File: src/rtl/adcrd_pkg.sv
package adcrd_pkg;

   typedef enum logic [2:0] {
      ST_IDLE,
      ST_LEAD,
      ST_SHIFT,
      ST_FINISH,
      ST_QUIET
   } rd_state_e;

endpackage

File: src/rtl/adcrd_tick_gen.sv
// Free-running cycle counter that emits a tick every (limit+1) enabled cycles.
module adcrd_tick_gen #(
   parameter int W = 8
) (
   input  logic         clk,
   input  logic         rst_n,
   input  logic         en,
   input  logic [W-1:0] limit,
   output logic         tick
);

   logic [W-1:0] cnt;

   assign tick = en && (cnt == limit);

   always_ff @(posedge clk or negedge rst_n) begin
      if (!rst_n)            cnt <= '0;
      else if (!en || tick)  cnt <= '0;
      else                   cnt <= cnt + 1'b1;
   end

endmodule

File: src/rtl/adcrd_shift_in.sv
// MSB-first capture register with result alignment and leading-bit check.
module adcrd_shift_in #(
   parameter int RES_HI    = 12,
   parameter int RES_LO    = 10,
   parameter int LEAD_BITS = 4
) (
   input  logic              clk,
   input  logic              rst_n,
   input  logic              clear,
   input  logic              shift_en,
   input  logic              din,
   input  logic              narrow,
   output logic [RES_HI-1:0] result,
   output logic              lead_bad
);

   localparam int FW = RES_HI + LEAD_BITS;

   logic [FW-1:0]        sreg;
   logic [LEAD_BITS-1:0] lead_wide;
   logic [LEAD_BITS-1:0] lead_narrow;

   always_ff @(posedge clk or negedge rst_n) begin
      if (!rst_n)        sreg <= '0;
      else if (clear)    sreg <= '0;
      else if (shift_en) sreg <= {sreg[FW-2:0], din};
   end

   for (genvar i = 0; i < RES_HI; i++) begin : g_res
      if (i < RES_LO) begin : g_common
         assign result[i] = sreg[i];
      end else begin : g_wide_only
         assign result[i] = narrow ? 1'b0 : sreg[i];
      end
   end

   for (genvar j = 0; j < LEAD_BITS; j++) begin : g_lead
      assign lead_wide[j]   = sreg[RES_HI + j];
      assign lead_narrow[j] = sreg[RES_LO + j];
   end

   assign lead_bad = narrow ? (|lead_narrow) : (|lead_wide);

endmodule

File: src/rtl/adc_serial_reader.sv
module adc_serial_reader
   import adcrd_pkg::*;
#(
   parameter int RES_HI    = 12,
   parameter int RES_LO    = 10,
   parameter int LEAD_BITS = 4,
   parameter int DIV_W     = 8,
   parameter int QUIET_W   = 8
) (
   input  logic              clk,
   input  logic              rst_n,
   input  logic              start,
   input  logic              run_cont,
   input  logic              narrow_mode,
   input  logic [DIV_W-1:0]  div_half,
   input  logic [QUIET_W-1:0] quiet_len,
   input  logic              sdata,
   output logic              cs_n,
   output logic              sclk,
   output logic              busy,
   output logic              sample_valid,
   output logic [RES_HI-1:0] sample_data,
   output logic              frame_err
);

   localparam int FW    = RES_HI + LEAD_BITS;
   localparam int N_HI  = FW;
   localparam int N_LO  = RES_LO + LEAD_BITS;
   localparam int CNT_W = $clog2(FW + 1);

   if (RES_LO < 1 || RES_LO >= RES_HI) begin : g_bad_res
      $error("adc_serial_reader: RES_LO must be in 1..RES_HI-1");
   end
   if (LEAD_BITS < 1) begin : g_bad_lead
      $error("adc_serial_reader: LEAD_BITS must be at least 1");
   end
   if (DIV_W < 1 || QUIET_W < 1) begin : g_bad_cnt
      $error("adc_serial_reader: counter widths must be positive");
   end

   rd_state_e          state;
   logic [DIV_W-1:0]   div_lat;
   logic [QUIET_W-1:0] quiet_lat;
   logic               narrow_lat;
   logic [CNT_W-1:0]   bitcnt;
   logic [CNT_W-1:0]   last_idx;
   logic               cs_n_q, sclk_q, valid_q, err_q;
   logic [RES_HI-1:0]  data_q;

   logic               half_en, half_tick;
   logic               gap_en, gap_tick;
   logic               rise_now;
   logic [RES_HI-1:0]  cap_result;
   logic               cap_lead_bad;

   assign last_idx = narrow_lat ? CNT_W'(N_LO - 1) : CNT_W'(N_HI - 1);
   assign half_en  = (state == ST_LEAD) || (state == ST_SHIFT);
   assign gap_en   = (state == ST_QUIET);
   assign rise_now = (state == ST_SHIFT) && half_tick && !sclk_q;

   adcrd_tick_gen #(.W(DIV_W)) i_half_timer (
      .clk   (clk),
      .rst_n (rst_n),
      .en    (half_en),
      .limit (div_lat - 1'b1),
      .tick  (half_tick)
   );

   adcrd_tick_gen #(.W(QUIET_W)) i_gap_timer (
      .clk   (clk),
      .rst_n (rst_n),
      .en    (gap_en),
      .limit (quiet_lat),
      .tick  (gap_tick)
   );

   adcrd_shift_in #(
      .RES_HI    (RES_HI),
      .RES_LO    (RES_LO),
      .LEAD_BITS (LEAD_BITS)
   ) i_capture (
      .clk      (clk),
      .rst_n    (rst_n),
      .clear    (state == ST_IDLE),
      .shift_en (rise_now),
      .din      (sdata),
      .narrow   (narrow_lat),
      .result   (cap_result),
      .lead_bad (cap_lead_bad)
   );

   always_ff @(posedge clk or negedge rst_n) begin
      if (!rst_n) begin
         state      <= ST_IDLE;
         div_lat    <= DIV_W'(1);
         quiet_lat  <= '0;
         narrow_lat <= 1'b0;
         bitcnt     <= '0;
         cs_n_q     <= 1'b1;
         sclk_q     <= 1'b1;
         valid_q    <= 1'b0;
         err_q      <= 1'b0;
         data_q     <= '0;
      end else begin
         valid_q <= 1'b0;
         err_q   <= 1'b0;
         case (state)
            ST_IDLE: begin
               if (start || run_cont) begin
                  state      <= ST_LEAD;
                  cs_n_q     <= 1'b0;
                  div_lat    <= (div_half == '0) ? DIV_W'(1) : div_half;
                  quiet_lat  <= quiet_len;
                  narrow_lat <= narrow_mode;
                  bitcnt     <= '0;
               end
            end
            ST_LEAD: begin
               if (half_tick) begin
                  state  <= ST_SHIFT;
                  sclk_q <= 1'b0;
               end
            end
            ST_SHIFT: begin
               if (half_tick) begin
                  sclk_q <= ~sclk_q;
                  if (!sclk_q) begin
                     if (bitcnt == last_idx) state  <= ST_FINISH;
                     else                    bitcnt <= bitcnt + 1'b1;
                  end
               end
            end
            ST_FINISH: begin
               state   <= ST_QUIET;
               cs_n_q  <= 1'b1;
               valid_q <= 1'b1;
               data_q  <= cap_result;
               err_q   <= cap_lead_bad;
            end
            ST_QUIET: begin
               if (gap_tick) state <= ST_IDLE;
            end
            default: state <= ST_IDLE;
         endcase
      end
   end

   assign cs_n         = cs_n_q;
   assign sclk         = sclk_q;
   assign busy         = (state != ST_IDLE);
   assign sample_valid = valid_q;
   assign sample_data  = data_q;
   assign frame_err    = err_q;

endmodule

File: config.mk
export PLATFORM = sky130hd
export DESIGN_NAME = adc_serial_reader
export DESIGN_NICKNAME = d
export VERILOG_FILES = /design/src/rtl/adcrd_pkg.sv /design/src/rtl/adcrd_tick_gen.sv /design/src/rtl/adcrd_shift_in.sv /design/src/rtl/adc_serial_reader.sv
export SDC_FILE = /design/constraint.sdc
export NUM_CORES = 1
export LEC_CHECK = 0
export BUFFER_PORTS_ARGS = -buffer_cell sky130_fd_sc_hd__clkbuf_2
export CAP_MARGIN = 30
export CORE_MARGIN = 4
export CORE_UTILIZATION = 40
export CTS_CLUSTER_DIAMETER = 50
export DETAILED_ROUTE_END_ITERATION = 16
export PLACE_DENSITY = 0.6
export SYNTH_ARGS = -nofsm -noshare
export SYNTH_HDL_FRONTEND = slang
export SYNTH_SLANG_ARGS = --single-unit
File: constraint.sdc
create_clock -name clk -period 3.5 [get_ports clk]
set_input_delay 0.7 -clock clk [delete_from_list [all_inputs] [get_ports clk]]
set_output_delay 0.7 -clock clk [all_outputs]
set_load 0.02 [all_outputs]
==> results.yml <==
sta:
  fin_setup_tns_ns: 0
  final.min_clock_period_ns: 2.69
  min_period_over_period_pct: 76.9
  max_slew_margin_pct: 51.9
  hold_viol_final: 0
  slew_viol_final: 0
  fmax_mhz: 372
  rsz0062_at_grt: "false"
  setup_viol: 0
  skew_ns: 0.00899
  tightest_slew_ns: 0.718
flow_run:
  drv_cap: 0
critical_path:
  critPathMaxFanout: 22
  cp-end-kind: "register"
  arrival_ns: 2.90
  crit_required_ns: 3.71
  path_class: "reg2reg"
  reg2reg_depth: 8
  crit_path_start_kind: "register"
yosys:
  synth_edf_count: 0
  synth_ff_type: "dfrtp_1"
  ys_warn_count: 0
  synth_fp_nets: 420
  async_flop_share_pct: 100
  synth_seq_cells: 73
  netlist_instances: 394
  synth_area_um2: 3640
  seq_area_frac_synth_pct: 50.3
  avgSynthCellArea_um2: 9.23
  ys_types: 52
global_routing:
  grt_usage_pct: 15.9
  grt_max_degree: 40
  grt_pass1_vias: 2854
  grt_overflow: 0
  grt_first_pass_wirelength_um: 13400
  antenna_found_initial: 0
die:
  initial_core_util_pct: 41.3
  die_w_um: 103
  die_y_um: 103
  core_um2: 8810
  dieArea_um2: 10700
  rows: 34
  ioPinCount: 39
finish:
  syn_to_final_growth_pct: 13.9
  final_common_cell: "nand2_1"
  n_fill_cell: 873
  mostFrequentLayoutCells: "nand2_1 (91), dfrtp_1 (70), clkbuf_2 (37)"
  multi_input_area_um2: 1680
  layout-drive-gt1-share_pct: 17.7
  diodes: 0
  regArea_um2: 1830
  nNetsFinal: 457
clock_tree:
  cts_num_sinks: 73
  path_clk_slew_ns: 0.07
  cts_setup_buffers: 0
  h-tree-depth: 3
  cts_tree: "yes"
  clk-insertion-delay-late_ns: 0.34
  clockBufferDepth: 2
  cts-root-buf: "clkbuf_8"
  cts_made_buffers: 9
  cts-resized-gates: 0
  hold_buffers: 0
routing:
  drtPass1Iterations: 4
  antenna_left: 0
  finalWirelength_um: 7670
  vias_per_cell: 5.31
  vias: 2886
  drc_errors: 0
  drtIter0Drc: 71
  wl_per_cell_um: 14.1
power_and_ir_drop:
  power_mw: 3.06
  p_leak_nw: 1.93
  ir_worst_vdd_uv: 452
  power_density_nw_per_um2: 738
place:
  dpl.hpwl_um: 5350
  io_buffers: 38
  gp_congestion: 0.808
worst_hold_path:
  hold_path_class: "in2async"
run_status:
  status: "finished clean"
report_power, final:
group | internal, mW | switching [mW]
Combinational | 0.424 | 0.681
Clock | 0.420 | 0.306
Sequential | 1.01 | 0.213
Total | 1.86 | 1.20
registers in the layout (all words and copies together) (netlist names):
signal and cells:
sample_data 12, i_capture.sreg 16, sclk 1, quiet_lat 8, bitcnt 5, div_lat 8, state 3, narrow_lat 1
sample_valid 1, i_half_timer.cnt 8, i_gap_timer.cnt 8, cs_n 1, frame_err 1
layer usage:
metal	up-vias	share of wire, %	wire length (µm)	track usage, %
li1	1426	-	-	-
met1	1375	45	3490	20.6
met2	79	48	3710	26.1
met3	6	5.1	389	3.82
met4	0	1.1	82	5.18
met5	-	0	0	0
synthesized netlist by cell type, drive strengths merged, types with 5 or more instances:
| library cell | number | area [µm²] |
|---|---|---|
| nand2 | 91 | 342 |
| dfrtp | 70 | 1750 |
| nor2 | 25 | 93.8 |
| o21ai | 25 | 125 |
| a21oi | 24 | 120 |
| nand4 | 21 | 138 |
| xnor2 | 18 | 158 |
| nand3 | 12 | 65.1 |
| xor2 | 12 | 105 |
| clkbuf | 11 | 41.3 |
| buf | 9 | 58.8 |
| nand2b | 9 | 56.3 |
| nor3 | 9 | 55.1 |
| inv | 8 | 30.0 |
| and3 | 5 | 31.3 |
final timing paths:
kind | start | slack, ns | end
setup / recovery | div_lat[0] | 0.81 | i_half_timer.cnt[2]
setup reg to reg | div_lat[0] | 0.81 | i_half_timer.cnt[2]
min in group clk | cs_n | 0.46 | cs_n
hold reg to reg | cs_n | 0.46 | cs_n
max in group asynchronous | rst_n | 2.64 | cs_n
hold / removal | rst_n | 0.16 | sample_data[0]
worst max-delay path, stage by stage (launching register included):
cell and delay (ns):
dfstp_2 0.58, inv_1 0.07, ha_1 0.30, nor2b_1 0.17, or3_4 0.39, a31oi_4 0.20
and4_4 0.41, a221o_1 0.36, nor2_1 0.08
logic make-up after synthesis:
kind of cell | after synthesis | share of synthesized area, %
buffers and inverters | 28 | 3.58
AOI/OAI and AO/OA | 66 | 10.9
DFF | 73 | 50.3
xor gates and xnor gates | 30 | 7.22
muxes | 2 | 0.550
and+or+nand+nor | 191 | 26.0
adders and majority gates | 4 | 1.38
final cells by class:
cell class,count,share of cell area [%]
Tap cell,108,3.26
Multi-Input combinational cell,293,40.5
Clock buffer,11,3.41
Inverter,8,0.725
Clock inverter,5,1.90
Timing Repair Buffer,46,6.04
Sequential cell,73,44.2
through the flow:
step                      hold WS, ns  area, µm²  util, %  worst slack (ns)  std cells
after global placement          0.447       3920     44.6             0.896        528
after CTS                       0.134       4140     47.1             0.796        544
after detailed placement        0.457       3920     44.6             0.823        528
final                           0.155       4140     47.1             0.809        544
after floorplan                 0.404       3640        -              1.08        394
after global routing            0.128       4140     47.1             0.628        544
Power figures use the tool's default switching activity.
